$ cat src/rtl/nib_store_pkg.sv
package nib_store_pkg;
  // Strobes from control to datapath
  typedef struct packed {
    logic latchImm;  // capture constant on accept
    logic weLo;      // low-nibble write cycle
    logic weHi;      // high-nibble write cycle
    logic bumpX;     // final cycle: advance pointer
  } strb_t;
endpackage

$ cat src/rtl/nib_store_ctrl.sv
module nib_store_ctrl
  import nib_store_pkg::*;
#(
  parameter int OP_W     = 12,
  parameter int PAT_W    = 4,
  parameter logic [PAT_W-1:0] PATTERN = 4'b1001,
  parameter int CYCLES   = 5,
  parameter int LO_PHASE = 2,
  parameter int HI_PHASE = 3
) (
  input  logic            clk,
  input  logic            rstN,
  input  logic            start,
  input  logic [OP_W-1:0] opcode,
  output strb_t           strb,
  output logic            busy,
  output logic            done
);
  localparam int CNT_W = $clog2(CYCLES + 1);
  localparam logic [CNT_W-1:0] LAST = CNT_W'(CYCLES);
  localparam logic [CNT_W-1:0] LOP  = CNT_W'(LO_PHASE);
  localparam logic [CNT_W-1:0] HIP  = CNT_W'(HI_PHASE);

  logic [CNT_W-1:0] phase;
  logic accept;

  assign accept = start && (phase == '0) && (opcode[OP_W-1 -: PAT_W] == PATTERN);

  always_ff @(posedge clk) begin
    if (!rstN)                phase <= '0;
    else if (accept)          phase <= CNT_W'(1);
    else if (phase == LAST)   phase <= '0;
    else if (phase != '0)     phase <= phase + CNT_W'(1);
  end

  always_comb begin
    strb          = '0;
    strb.latchImm = accept;
    strb.weLo     = (phase == LOP);
    strb.weHi     = (phase == HIP);
    strb.bumpX    = (phase == LAST);
  end

  assign busy = (phase != '0);
  assign done = strb.bumpX;

  // never both write strobes at once
  a_r5_one_write: assert property (@(posedge clk) disable iff (!rstN)
    $onehot0({strb.weLo, strb.weHi}));
  // high write directly follows low write
  a_r5_lo_then_hi: assert property (@(posedge clk) disable iff (!rstN)
    strb.weLo |=> strb.weHi);
  // start while busy does not restart the sequence
  a_r8_no_restart: assert property (@(posedge clk) disable iff (!rstN)
    (busy && !done) |=> (busy && phase != CNT_W'(1)));
  // done ends the busy period
  a_r6_done_ends: assert property (@(posedge clk) disable iff (!rstN)
    done |=> !done);
endmodule

$ cat src/rtl/nib_store_dp.sv
module nib_store_dp
  import nib_store_pkg::*;
#(
  parameter int ADDR_W = 8,
  parameter int NIB_W  = 4,
  parameter int STEP   = 2
) (
  input  logic                clk,
  input  logic                rstN,
  input  strb_t               strb,
  input  logic                busy,
  input  logic [2*NIB_W-1:0]  immIn,
  input  logic                xLoad,
  input  logic [ADDR_W-1:0]   xIn,
  output logic [ADDR_W-1:0]   memAddr,
  output logic [NIB_W-1:0]    memWdata,
  output logic                memWe,
  output logic [ADDR_W-1:0]   xOut
);
  localparam logic [ADDR_W-1:0] INC = ADDR_W'(STEP);

  logic [ADDR_W-1:0]  xReg;
  logic [2*NIB_W-1:0] immReg;

  always_ff @(posedge clk) begin
    if (!rstN)              xReg <= '0;
    else if (strb.bumpX)    xReg <= xReg + INC;
    else if (xLoad && !busy) xReg <= xIn;
  end

  always_ff @(posedge clk) begin
    if (!rstN)              immReg <= '0;
    else if (strb.latchImm) immReg <= immIn;
  end

  assign memAddr  = strb.weHi ? xReg + ADDR_W'(1) : xReg;
  assign memWdata = strb.weHi ? immReg[2*NIB_W-1:NIB_W] : immReg[NIB_W-1:0];
  assign memWe    = strb.weLo | strb.weHi;
  assign xOut     = xReg;

  // high write goes to the cell after the low write
  a_r4_next_cell: assert property (@(posedge clk) disable iff (!rstN)
    strb.weHi |-> (memWe && memAddr == $past(memAddr) + ADDR_W'(1)));
  // pointer advances by the step, modulo the address width
  a_r7_step: assert property (@(posedge clk) disable iff (!rstN)
    strb.bumpX |=> (xOut == $past(xOut) + INC));
  // pointer frozen during the sequence before the final cycle
  a_r9_frozen: assert property (@(posedge clk) disable iff (!rstN)
    (busy && !strb.bumpX) |=> $stable(xOut));
endmodule

$ cat src/rtl/nib_store_unit.sv
module nib_store_unit
  import nib_store_pkg::*;
#(
  parameter int ADDR_W = 8,
  parameter int NIB_W  = 4,
  parameter int OP_W   = 12
) (
  input  logic              clk,
  input  logic              rstN,
  input  logic              start,
  input  logic [OP_W-1:0]   opcode,
  input  logic              xLoad,
  input  logic [ADDR_W-1:0] xIn,
  output logic [ADDR_W-1:0] memAddr,
  output logic [NIB_W-1:0]  memWdata,
  output logic              memWe,
  output logic              busy,
  output logic              done,
  output logic [ADDR_W-1:0] xOut
);
  strb_t strb;

  nib_store_ctrl #(.OP_W(OP_W), .PAT_W(OP_W - 2*NIB_W)) u_ctrl (
    .clk(clk), .rstN(rstN), .start(start), .opcode(opcode),
    .strb(strb), .busy(busy), .done(done)
  );

  nib_store_dp #(.ADDR_W(ADDR_W), .NIB_W(NIB_W)) u_dp (
    .clk(clk), .rstN(rstN), .strb(strb), .busy(busy),
    .immIn(opcode[2*NIB_W-1:0]), .xLoad(xLoad), .xIn(xIn),
    .memAddr(memAddr), .memWdata(memWdata), .memWe(memWe), .xOut(xOut)
  );

  // done only while busy
  a_r6_done_busy: assert property (@(posedge clk) disable iff (!rstN)
    done |-> busy);
endmodule

$ cat config.mk
export PLATFORM = sky130hd
export DESIGN_NAME = nib_store_unit
export DESIGN_NICKNAME = d
export VERILOG_FILES = /design/src/rtl/nib_store_pkg.sv /design/src/rtl/nib_store_ctrl.sv /design/src/rtl/nib_store_dp.sv /design/src/rtl/nib_store_unit.sv
export SDC_FILE = /design/constraint.sdc
export NUM_CORES = 1
export LEC_CHECK = 0
export ABC_AREA = 1
export ABC_CLOCK_PERIOD_IN_PS = 2000
export BUFFER_PORTS_ARGS = -buffer_cell sky130_fd_sc_hd__buf_4
export CORE_MARGIN = 8
export CORE_UTILIZATION = 48
export CTS_BUF_LIST = sky130_fd_sc_hd__clkbuf_16
export CTS_CLUSTER_DIAMETER = 120
export DETAILED_ROUTE_END_ITERATION = 6
export PLACE_DENSITY = 0.79
export SYNTH_ARGS = -nofsm -noshare
export SYNTH_HDL_FRONTEND = slang
export SYNTH_SLANG_ARGS = --single-unit
$ cat constraint.sdc
create_clock -name clk -period 2 [get_ports clk]
set_input_delay 0.4 -clock clk [delete_from_list [all_inputs] [get_ports clk]]
set_output_delay 0.4 -clock clk [all_outputs]
set_load 0.1 [all_outputs]
==> results of run 1 <==
placed cells by master (no fill, tap or decap), types with 8 or more instances in the layout:
cell,Yosys,layout
dfxtp_1,19,9
inv_1,19,16
nor2_1,24,21
nand3_1,16,13
nand2_1,56,47
a21oi_1,16,16
nand3b_1,8,8
buf_4,0,42
per-stage QoR:
step                      util, %  hold WS, ns  power (mW)
after detailed placement     72.6        0.473        1.71
after floorplan                 -        0.451        1.44
final                        84.3        0.426        2.24
after CTS                    82.3        0.422        2.22
after global routing         84.3        0.430        2.34
after global placement       72.6        0.460        1.68
final timing paths:
check | end | depth (start not counted) | start | slack (ns)
worst max-delay path | memAddr[4] | 6 | u_ctrl.phase[0] | -0.02
worst min register to register | u_dp.immReg[6] | 2 | u_dp.immReg[6] | 0.48
worst min-delay path | u_dp.xOut[0] | 3 | xIn[0] | 0.43
worst max register to register | u_dp.xOut[6] | 9 | u_ctrl.phase[1] | 0.23
report_power, final:
part	internal, mW	leakage, nW	total, mW	switching (mW)
Clock	0.268	0.0409	0.418	0.150
Combinational	0.381	0.758	1.30	0.919
Sequential	0.441	0.160	0.521	0.0801
Total	1.09	0.959	2.24	1.15
cell type report:
| cell class | instances | area (µm²) |
|---|---|---|
| clock buffer | 3 | 75.1 |
| clock inverter | 1 | 5.00 |
| fill | 153 | 385 |
| inverter | 20 | 85.1 |
| multi-input combinational | 145 | 938 |
| sequential | 19 | 403 |
| tap | 30 | 37.5 |
| timing repair buffer | 55 | 526 |
state kept, by name (all words and copies together), names as in the netlist:
name,flops
u_ctrl.phase,3
u_dp.immReg,8
u_dp.xOut,8
layer usage:
| layer | vias to the layer above | wire [µm] | part of all wire [%] |
|---|---|---|---|
| met5 | - | 0 | 0 |
| met4 | 0 | 188 | 4.5 |
| met3 | 14 | 257 | 6.2 |
| met2 | 60 | 2020 | 49 |
| met1 | 671 | 1690 | 41 |
| li1 | 709 | - | - |
worst reg2reg max path, cell delays in order (launching register included):
cell	delay [ns]
dfxtp_2	0.33
buf_4	0.14
inv_1	0.10
ha_1	0.22
nand3_1	0.25
inv_1	0.30
nand2_1	0.09
nand2_1	0.08
inv_1	0.04
a21oi_1	0.13
repair_timing:
| action | 4_1_cts | 5_1_grt |
|---|---|---|
| pin swaps | 4 | 2 |
| endpoints found under the setup margin | 12 | 10 |
| resized for setup | 39 | 11 |
| endpoints found under the hold margin | 0 | 0 |
logic make-up (layout without fill, tap and decap cells):
logic type | after synthesis | after routing
and+or+nand+nor | 110 | 110
adders and majority gates | 7 | 7
AOI/OAI and AO/OA | 25 | 25
buffers and inverters | 25 | 79
DFF | 19 | 19
xor gates and xnor gates | 3 | 3
==> flow_summary.toml, run 1 <==
[timing]
period_share_pct = 101
rsz0062_at_grt = "true"
final-hold-violation-count = 0
relSlewSlack_pct = 80.8
finalClockSkew_ns = 0.00215
setup_viol_count_final = 2
report.final.slew_viol_count = 0
tightest_slew_ns = 0.287
setup_tns_ns = -0.0431
worst_slack_ns = -0.0217
fmax_mhz = 495
period_minus_slack_ns = 2.02

[logic_synthesis]
yosysMostFrequentCell = "nand2_1"
syn_area_um2 = 1230
synth_warnings = 0
ys_seq_area_share_pct = 31.0
synthSimpleGateAreaFrac_pct = 40.2
synth_fa_ha_area_share_pct = 7.14
synth_top_family_by_area = "simple AND/OR/NAND/NOR gates"
synth_nets = 220
synth_edf_count = 0
synth-compound-area-share_pct = 11.0
synthMuxAreaShare_pct = 0
yosysTopAreaCell = "dfxtp_1"
ys_ff_latch = 19
avgSynthCellArea_um2 = 6.49
synth_xor_area_share_pct = 2.14
async_reset_ff_share_pct = 0
ys_types = 21
synth_top_area_share_pct = 31.0
synthTopCellsByArea = "dfxtp_1 31%, nand2_1 17%, nor2_1 7.3%, ha_1 7.1%, a21oi_1 6.5%"
synth_commonest_cells = "56 x nand2_1, 24 x nor2_1, 19 x dfxtp_1, 19 x inv_1"
syn_inst = 189
ys.flop_type = "dfxtp_1"

[worst_setup_path]
endpoint_kind = "output pin"
cp.required_ns = 1.60
cp_num_buf_inv = 2
crit_fanout = 3
slowest_stage = "dfxtp_2"
arrival_ns = 1.62
max_stage_delay_ns = 0.35
path_cells = "ha_4 -> ha_4 -> nand4_1 -> buf_4 -> xor2_4 -> buf_12"
path_class = "flop to output pin"
start_kind = "flop"
cpMostUsedCell = "ha_4"
cp_top_family = "buffers and inverters"

[floorplan]
die_y_um = 66.6
core_area_um2 = 2450
chipWidth_um = 66.6
rows = 18
start_util_pct = 50.0
dieArea_um2 = 4430
pin_count = 47

[routing]
via_per_inst = 5.33
drc = 0
drtIter0Drc = 71
detail_route.wirelength_um = 4150
ant_nets = 0
routedWlPerCell_um = 15.2
drt_pre_antenna_iters = 4
vias = 1454

[global_routing]
track_usage_pct = 19.4
grt_antenna_before_repair = 0
grt_pass1_vias = 1418
overflow = 0
busiest_layer = "met2"
grt_pass1_wl_um = 6780
grt_max_degree = 18
grtUsageMet2_pct = 31.9
met1_usage_pct = 23.6
grt_util_met3_pct = 4.53

[run]
max_cap_violations = 0

[clocking]
clk_pin_slew_worst_paths_ns = 0.06
cts_setup_buffers = 0
cts_tree = "built"
cts-hold-fix-buffers = 0
htreeDepth = 1
numClockSinks = 19
cts_buffers = 3
clock_latency_ns = 0.25
clock_path_buffers = 2
root_buffer = "clkbuf_16"

[place]
placed_area_um2 = 1780
dp_cells = 269
dp_hpwl_um = 2940
gp_congestion = 0.902
io_buffers = 46
preCtsSetupSlack_ns = 0.0180

[outcome]
status = "complete, but fails checks"
violations = "negative setup slack"

[layout]
antenna-diode-count = 0
layout.cells.non_filler = 273
syn_to_final_growth_pct = 68.6
finalNetCount = 275
final_area_um2 = 2070
drive_gt1_share_pct = 42.0

[pwr]
p_per_area_nw_per_um2 = 1080
leakagePower_nw = 0.959
ir_drop_v = 0.00116

[worst_hold_path]
min_path_type = "primary input to flop"
No activity file was read; power rests on OpenSTA's default activity.
==> inputs of run 2 (changes only) <==
- CTS_BUF_LIST: sky130_fd_sc_hd__clkbuf_16 -> not set
- PLACE_DENSITY: 0.79 -> not set
- PLACE_DENSITY_LB_ADDON: not set -> 0.08
==> flow_summary.toml, run 2 (synthesis gave the netlist of run 1 again) <==
[layout]
antenna-diode-count = 0
layout.cells.non_filler = 281
drive_gt1_share_pct = 47.4
final_cell_mix = "46 x buf_4, 40 x nand2_1, 21 x nor2_1, 16 x a21oi_1, 15 x inv_1"
finalNetCount = 283
final_util_pct = 89.9
syn_to_final_growth_pct = 79.7
n_fill_cell = 106
final_area_um2 = 2210
final_common_cell = "buf_4"

[place]
io_buffers = 46
preCtsSetupSlack_ns = 0.0115
gp_congestion = 0.829
placed_area_um2 = 1770
dp_hpwl_um = 2880
dp_cells = 267

[timing]
report.final.slew_viol_count = 0
hold_slack_ns = 0.395
finalClockSkew_ns = 0.00937
period_share_pct = 110
period_minus_slack_ns = 2.20
tightest_slew_ns = 0.334
fmax_mhz = 454
setup_viol_count_final = 12
final-hold-violation-count = 0
worst_slack_ns = -0.201
setup_tns_ns = -0.914
rsz0062_at_grt = "true"
relSlewSlack_pct = 77.7

[clocking]
root_buffer = "clkbuf_4"
cts-hold-fix-buffers = 0
cts_tree = "built"
clk_pin_slew_worst_paths_ns = 0.12
cts_buffers = 3
clock_path_buffers = 2
numClockSinks = 19
clock_latency_ns = 0.30
htreeDepth = 1

[outcome]
violations = "negative setup slack"
status = "complete, but fails checks"

[worst_setup_path]
start_kind = "flop"
max_stage_delay_ns = 0.38
arrival_ns = 1.80
cp_num_buf_inv = 2
cp.required_ns = 1.60
regToRegEndpoint = "u_dp.xOut[3]"
slowest_stage = "dfxtp_2"
rr_worst_depth = 10
cpMostUsedCell = "ha_4"
r2r_slack_ns = 0.14
path_class = "flop to output pin"
path_cells = "ha_4 -> ha_4 -> nand4_1 -> buf_4 -> xor2_4 -> buf_12"
endpoint_kind = "output pin"
crit_fanout = 2
r2r_start = "u_ctrl.phase[0]"
cp_top_family = "buffers and inverters"

[global_routing]
grt_antenna_before_repair = 0
track_usage_pct = 20.5
grt_pass1_wl_um = 7180
grt_max_degree = 18
overflow = 0
grt_pass1_vias = 1536

[routing]
routedWlPerCell_um = 18.0
drt_pre_antenna_iters = 5
via_per_inst = 5.70
drtIter0Drc = 129
vias = 1603
ant_nets = 0
detail_route.wirelength_um = 5060
drc = 0

[floorplan]
core_area_um2 = 2450
chipWidth_um = 66.6
start_util_pct = 50.0
pin_count = 47
die_y_um = 66.6
rows = 18
dieArea_um2 = 4430

[pwr]
ir_drop_v = 0.00119
power_mw = 2.19
leakagePower_nw = 0.975
p_per_area_nw_per_um2 = 993

[worst_hold_path]
min_to = "u_dp.immReg[6]"
hp-start = "rstN"
hold-path-cell-count = 3
min_path_type = "primary input to flop"

[run]
max_cap_violations = 0
run 2: cell count changes in the layout (fill, tap and decap cells not counted), sizes merged:
cell and delta:
inv -1, buf +8, clkinvlp +1
run 2: what timing repair did:
action,4_1_cts,5_1_grt
endpoints found under the setup margin,13,14
gates cloned,0,0
buffers inserted,6,4
pin swaps,8,3
gates resized for setup,53,27
run 2: report_power, final:
part / internal [mW] / switching, mW / leakage (nW)
Sequential: 0.441 / 0.0811 / 0.160
Clock: 0.0745 / 0.128 / 0.0177
Combinational: 0.474 / 0.992 / 0.797
Total: 0.990 / 1.20 / 0.975
run 2: layer usage:
layer	wire length, µm	vias to the layer above	global-route usage (%)
met5	0	-	0
met4	143	0	8.27
met3	327	16	3.52
met2	2520	89	35.0
met1	2070	766	24.4
li1	-	732	-
run 2: tightest hold or removal path: cells and delay by family:
| family | cells | cell delay (ns) |
|---|---|---|
| AND/OR/NAND/NOR | 2 | 0.10 |
| buffers and inverters | 1 | 0.16 |
run 2: worst max-delay path by stage:
| stage | from | to | cells after the start |
|---|---|---|---|
| floorplan | u_dp.xOut[1] | memAddr[6] | 4 |
| global placement | u_ctrl.phase[1] | memAddr[7] | 8 |
| detailed placement | u_ctrl.phase[0] | memAddr[2] | 7 |
| CTS | u_ctrl.phase[1] | memAddr[4] | 6 |
| global route | u_ctrl.phase[0] | memAddr[6] | 6 |
| finish | u_ctrl.phase[0] | memAddr[4] | 6 |
run 2: final cells by class:
cell class / count / area (µm²) / area share, %
multi-input combinational: 145 / 985 / 44.6
clock buffer: 3 / 22.5 / 1.02
tap: 30 / 37.5 / 1.70
clock inverter: 1 / 5.00 / 0.227
inverter: 20 / 88.8 / 4.03
sequential: 19 / 405 / 18.4
timing repair buffer: 63 / 662 / 30.0
